[src/rtl/gpio_pkg.sv]
package gpio_pkg;
  typedef enum logic [1:0] {
    REG_DATA = 2'd0,
    REG_DIR  = 2'd1,
    REG_PULL = 2'd2,
    REG_NONE = 2'd3
  } reg_sel_e;
endpackage

[src/rtl/gpio_regs.sv]
module gpio_regs #(
  parameter int WIDTH = 8
) (
  input  logic             clk,
  input  logic             rst_n,
  input  logic             wr_en,
  input  gpio_pkg::reg_sel_e sel,
  input  logic [WIDTH-1:0] wdata,
  output logic [WIDTH-1:0] latch_q,
  output logic [WIDTH-1:0] dir_q,
  output logic [WIDTH-1:0] pull_q
);
  always_ff @(posedge clk or negedge rst_n) begin
    if (!rst_n) begin
      latch_q <= '0;
      dir_q   <= '0;
      pull_q  <= '0;
    end else if (wr_en) begin
      case (sel)
        gpio_pkg::REG_DATA: latch_q <= wdata;
        gpio_pkg::REG_DIR:  dir_q   <= wdata;
        gpio_pkg::REG_PULL: pull_q  <= wdata;
        default: ;
      endcase
    end
  end
endmodule

[src/rtl/gpio_in_sync.sv]
module gpio_in_sync #(
  parameter int               WIDTH    = 8,
  parameter logic [WIDTH-1:0] LCD_MASK = 8'h0F
) (
  input  logic             clk,
  input  logic             rst_n,
  input  logic [WIDTH-1:0] pad_in,
  input  logic [WIDTH-1:0] lcd_sel,
  input  logic             port_in_en,
  input  logic             stby,
  output logic [WIDTH-1:0] pin_sync
);
  logic [WIDTH-1:0] gated;
  logic [WIDTH-1:0] stage1;

  for (genvar i = 0; i < WIDTH; i++) begin : g_bit
    localparam bit SHARED = LCD_MASK[i];
    logic buf_en;
    if (SHARED) begin : g_shared
      assign buf_en = !lcd_sel[i] && port_in_en;
    end else begin : g_plain
      assign buf_en = 1'b1 | (lcd_sel[i] & port_in_en);
    end
    assign gated[i] = pad_in[i] & buf_en & !stby;
  end

  always_ff @(posedge clk or negedge rst_n) begin
    if (!rst_n) begin
      stage1   <= '0;
      pin_sync <= '0;
    end else begin
      stage1   <= gated;
      pin_sync <= stage1;
    end
  end
endmodule

[src/rtl/gpio_pad_ctrl.sv]
module gpio_pad_ctrl #(
  parameter int WIDTH = 8
) (
  input  logic             clk,
  input  logic             rst_n,
  input  logic [WIDTH-1:0] latch_q,
  input  logic [WIDTH-1:0] dir_q,
  input  logic [WIDTH-1:0] pull_q,
  input  logic [WIDTH-1:0] alt_oe,
  input  logic [WIDTH-1:0] alt_out,
  input  logic             stby,
  input  logic             stby_hiz,
  output logic [WIDTH-1:0] pad_out,
  output logic [WIDTH-1:0] pad_oe,
  output logic [WIDTH-1:0] pad_pu
);
  logic [WIDTH-1:0] live_out, live_oe;
  logic [WIDTH-1:0] held_out, held_oe;

  for (genvar i = 0; i < WIDTH; i++) begin : g_bit
    assign live_oe[i]  = alt_oe[i] | dir_q[i];
    assign live_out[i] = alt_oe[i] ? alt_out[i] : latch_q[i];
  end

  always_ff @(posedge clk or negedge rst_n) begin
    if (!rst_n) begin
      held_out <= '0;
      held_oe  <= '0;
    end else if (!stby) begin
      held_out <= live_out;
      held_oe  <= live_oe;
    end
  end

  always_comb begin
    if (!stby) begin
      pad_out = live_out;
      pad_oe  = live_oe;
    end else if (stby_hiz) begin
      pad_out = '0;
      pad_oe  = '0;
    end else begin
      pad_out = held_out;
      pad_oe  = held_oe;
    end
    pad_pu = pull_q & ~(pad_oe & ~pad_out);
  end
endmodule

[src/rtl/gpio_port.sv]
module gpio_port #(
  parameter int               WIDTH    = 8,
  parameter logic [WIDTH-1:0] LCD_MASK = 8'h0F
) (
  input  logic             clk,
  input  logic             rst_n,
  input  logic [1:0]       addr,
  input  logic             wr_en,
  input  logic [WIDTH-1:0] wdata,
  input  logic             rd_en,
  input  logic             rd_rmw,
  output logic [WIDTH-1:0] rdata,
  input  logic [WIDTH-1:0] pad_in,
  output logic [WIDTH-1:0] pad_out,
  output logic [WIDTH-1:0] pad_oe,
  output logic [WIDTH-1:0] pad_pu,
  input  logic [WIDTH-1:0] alt_oe,
  input  logic [WIDTH-1:0] alt_out,
  input  logic [WIDTH-1:0] lcd_sel,
  input  logic             port_in_en,
  input  logic             stby,
  input  logic             stby_hiz
);
  gpio_pkg::reg_sel_e sel;
  logic [WIDTH-1:0] latch_q, dir_q, pull_q, pin_sync;

  assign sel = gpio_pkg::reg_sel_e'(addr);

  gpio_regs #(.WIDTH(WIDTH)) u_regs (
    .clk(clk), .rst_n(rst_n), .wr_en(wr_en), .sel(sel), .wdata(wdata),
    .latch_q(latch_q), .dir_q(dir_q), .pull_q(pull_q)
  );

  gpio_in_sync #(.WIDTH(WIDTH), .LCD_MASK(LCD_MASK)) u_sync (
    .clk(clk), .rst_n(rst_n), .pad_in(pad_in), .lcd_sel(lcd_sel),
    .port_in_en(port_in_en), .stby(stby), .pin_sync(pin_sync)
  );

  gpio_pad_ctrl #(.WIDTH(WIDTH)) u_pad (
    .clk(clk), .rst_n(rst_n), .latch_q(latch_q), .dir_q(dir_q),
    .pull_q(pull_q), .alt_oe(alt_oe), .alt_out(alt_out), .stby(stby),
    .stby_hiz(stby_hiz), .pad_out(pad_out), .pad_oe(pad_oe), .pad_pu(pad_pu)
  );

  always_comb begin
    rdata = '0;
    if (rd_en) begin
      case (sel)
        gpio_pkg::REG_DATA: rdata = rd_rmw ? latch_q : pin_sync;
        gpio_pkg::REG_DIR:  rdata = dir_q;
        gpio_pkg::REG_PULL: rdata = pull_q;
        default:            rdata = '0;
      endcase
    end
  end
endmodule

[config.mk]
export PLATFORM = sky130hd
export DESIGN_NAME = gpio_port
export DESIGN_NICKNAME = d
export VERILOG_FILES = /design/src/rtl/gpio_pkg.sv /design/src/rtl/gpio_regs.sv /design/src/rtl/gpio_in_sync.sv /design/src/rtl/gpio_pad_ctrl.sv /design/src/rtl/gpio_port.sv
export SDC_FILE = /design/constraint.sdc
export NUM_CORES = 1
export LEC_CHECK = 0
export BUFFER_PORTS_ARGS = -buffer_cell sky130_fd_sc_hd__clkbuf_2
export CORE_UTILIZATION = 30
export CTS_CLUSTER_DIAMETER = 80
export DETAILED_ROUTE_END_ITERATION = 8
export GPL_ROUTABILITY_DRIVEN = 0
export HOLD_SLACK_MARGIN = 0.15
export PLACE_DENSITY_LB_ADDON = 0.08
export SLEW_MARGIN = 5
export SYNTH_ARGS = -nofsm -noshare
export SYNTH_HDL_FRONTEND = slang
export SYNTH_SLANG_ARGS = --single-unit
[constraint.sdc]
create_clock -name clk -period 1.1 [get_ports clk]
set_clock_uncertainty 0.05 [all_clocks]
set_input_delay 0.055 -clock clk [delete_from_list [all_inputs] [get_ports clk]]
set_output_delay 0.055 -clock clk [all_outputs]
set_load 0.01 [all_outputs]
==> flow_metrics.tcl <==
set metrics [dict create \
    outcome "finished, violations left" \
    violations "negative setup slack" \
    design_area_sq_um 4300 \
    grt.busiest_layer "met2" \
    setup_viol 37 \
    finalHoldWorstSlack_ns 0.0241 \
    fp.dieH_microns 97.3 \
    nNetsFinal 460 \
    routed-via-count 2409 \
    grt_use_met2_pct 27.3 \
    grtUsageTotal_pct 17.6 \
    drv_cap 0 \
    power_switching_mw 1.67 \
    utilization_pct 49.1 \
    numCtsBuffers 5 \
    ant_nets 0 \
    drv_slew 0 \
    antenna_found_initial 0 \
    die_w_microns 97.3 \
    clk_pin_slew_ns 0.10 \
    synth_warnings 0 \
    clkLatencyLatePin_ns 0.30 \
    drcViolationCount 0 \
    synth_fp_nets 310 \
    cts_tree "done" \
    num_rows 34 \
    clkSinkCount 56 \
    drt_iter0_drc 75 \
    power_switching_share_pct 30.8 \
    path_cells "nor2b_4, a211oi_2, buf_4, o22ai_2, clkbuf_2" \
    stdcell_count 518 \
    dieArea_sq_um 9470 \
    worstPathArrival_ns 1.40 \
    seqPwrFrac_pct 45.8 \
    hold_violations 0 \
    first_global_vias 2454 \
    reg2reg_slack_ns -0.11 \
    avgViaCountPerCell 4.65 \
    grt_pass1_wl_microns 13100 \
    met3_usage_pct 3.02 \
    core_area_sq_um 8760 \
    post-route-period-util_pct 137 \
    root_buffer "clkbuf_8" \
    port-buffer-count 77 \
    p_clk_share_pct 19.9 \
    hold-path-cell-count 3 \
    final.setup.tns_ns -9.19 \
    ys_ff_latch 56 \
    rr_worst_depth 5 \
    routed_wl_microns 7770 \
    rsz0062_at_grt "true" \
    layout_setup_ws_ns -0.407 \
    place_ws_ns -0.136 \
    tightest_slew_ns 0.413 \
    fmax_mhz 664 \
    synth_area_sq_um 2730 \
    critical_path_class "flop to primary output" \
    path_max_fanout 3 \
    n_antenna_cell 0 \
    firstDrtPassIters 4 \
    hold_class "primary input to flop" \
    grt_overflow_total 0 \
    max_stage_delay_ns 0.42 \
    intPower_mw 3.76 \
    placed_cells 479 \
    area_delta_synth_final_pct 57.8 \
    fin_crit_ns 1.51 \
    ir_drop_v 0.000572 \
    gr-usage-met1_pct 25.6 \
    grt_max_degree 27 \
    cpMaxStageDelayCell "dfrtp_1" \
    drive_above_1_share_pct 53.2 \
    start_util_pct 31.1 \
    powerDensity_nw_per_um2 1260 \
    comb_power_share_pct 34.3 \
    routedWlPerCell_microns 15.0 \
    total_leakage_power_nw 2.08 \
    required_ns 1.00 \
    synthCells 260 \
    clockBufferDepth 2 \
    ys_types 18 \
    holdBufCountCts 25 \
    end_kind "primary output" \
    place_area_sq_um 3590 \
    io_pins 82 \
    h-tree-depth 2 \
    fillerInstances 812 \
    ys_seq_area_share_pct 51.4 \
    relSlewSlack_pct 72.5 \
    syn_avg_cell_area_sq_um 10.5 \
    power_mw 5.43 \
    crit_path_start_kind "flop" \
    place_hpwl_microns 5370 \
]
==> critical path, delay by kind of cell, from the launching register on <==
family,cells,cell delay [ns]
compound gates,2,0.24
flops,1,0.42
buf+inv,2,0.30
simple gates,1,0.14
==> worst paths after layout <==
check / from / to
setup / recovery: u_regs.latch_q[7] / pad_pu[7]
min in group asynchronous: rst_n / u_pad.held_out[6]
setup reg to reg: u_regs.latch_q[7] / u_pad.held_out[7]
hold reg to reg: u_sync.stage1[2] / u_sync.pin_sync[2]
hold / removal: alt_oe[2] / u_pad.held_oe[2]
max in group asynchronous: rst_n / u_regs.latch_q[4]
==> layer usage <==
metal / wire [microns] / vias to the layer above / part of all wire, %
li1: - / 1205 / -
met1: 3920 / 1153 / 50
met4: 72 / 0 / 0.93
met2: 3530 / 45 / 45
met5: 0 / - / 0
met3: 245 / 6 / 3.2
==> cell families (layout without fill, tap and decap cells) <==
family	after synthesis	after routing	synth area share (%)
multiplexers	24	24	9.92
AND/OR/NAND/NOR	62	62	14.1
buffers and inverters	38	188	6.15
AO/OA/AOI/OAI	80	80	18.4
flip-flops	56	56	51.4
==> Yosys cell counts (all sizes together) <==
master   n  share of area (%)
inv     24                3.3
a211oi  16                4.4
buf     11                2.4
clkbuf   3               0.41
nand2    8                1.1
mux2    24                9.9
nand2b  19                4.4
o22ai   16                3.7
nor3     8                1.5
nand3b   2               0.83
nor3b    5                1.8
dfrtp   56                 51
a21o    16                4.4
a21oi   32                5.9
nor2b   20                4.6
==> final cells by class <==
type / instances / area [sq um] / area share [%]
multi-input cells: 166 / 1460 / 34.0
repair buffers: 157 / 1130 / 26.4
well taps: 108 / 135 / 3.14
inverters: 24 / 90.1 / 2.10
clock buffers: 6 / 72.6 / 1.69
clock inverters: 1 / 5.00 / 0.116
flip-flops and latches: 56 / 1400 / 32.6
==> state kept, by name, summed over array words and instances (netlist names) <==
name and flops:
u_pad.held_out 8, u_pad.held_oe 8, u_regs.pull_q 8, u_sync.pin_sync 8, u_sync.stage1 8, u_regs.dir_q 8, u_regs.latch_q 8
==> timing repair <==
action	CTS	global route
setup endpoints to repair	36	47
hold endpoints to repair	100	8
setup buffers	12	4
pin swaps	17	5
gates resized for setup	43	34
==> cell usage in the layout, fill, tap and decap left out <==
cell / Yosys / final
nor3b_1: 4 / 4
dlymetal6s4s_1: 0 / 2
buf_12: 0 / 5
buf_4: 0 / 47
nand2_1: 8 / 8
inv_1: 24 / 24
clkbuf_8: 0 / 5
a21oi_1: 32 / 13
a21o_1: 16 / 16
a211oi_2: 0 / 11
o22ai_2: 0 / 6
clkinv_2: 0 / 1
dfrtp_1: 56 / 56
buf_6: 2 / 5
dlygate4sd3_1: 0 / 22
nand2b_1: 19 / 19
nor2b_4: 0 / 5
nor3_4: 0 / 4
a211oi_1: 16 / 2
nor3_2: 0 / 4
mux2_2: 24 / 24
o22ai_1: 16 / 10
clkbuf_2: 0 / 72
buf_2: 8 / 4
nand3b_2: 2 / 2
a21oi_2: 0 / 19
clkbuf_1: 3 / 1
nor3b_4: 1 / 1
a211oi_4: 0 / 3
nor2b_1: 20 / 15
==> power groups by stage <==
stage                     registers (mW)  logic, mW  clock network (mW)
after floorplan                     2.47      0.748                   0
after global placement              2.49       1.51                   0
after detailed placement            2.49       1.52                   0
after CTS                           2.47       1.79                1.13
after global routing                2.52       2.05                1.21
final                               2.49       1.86                1.08
Note: power is estimated with default switching activity, not from simulation.
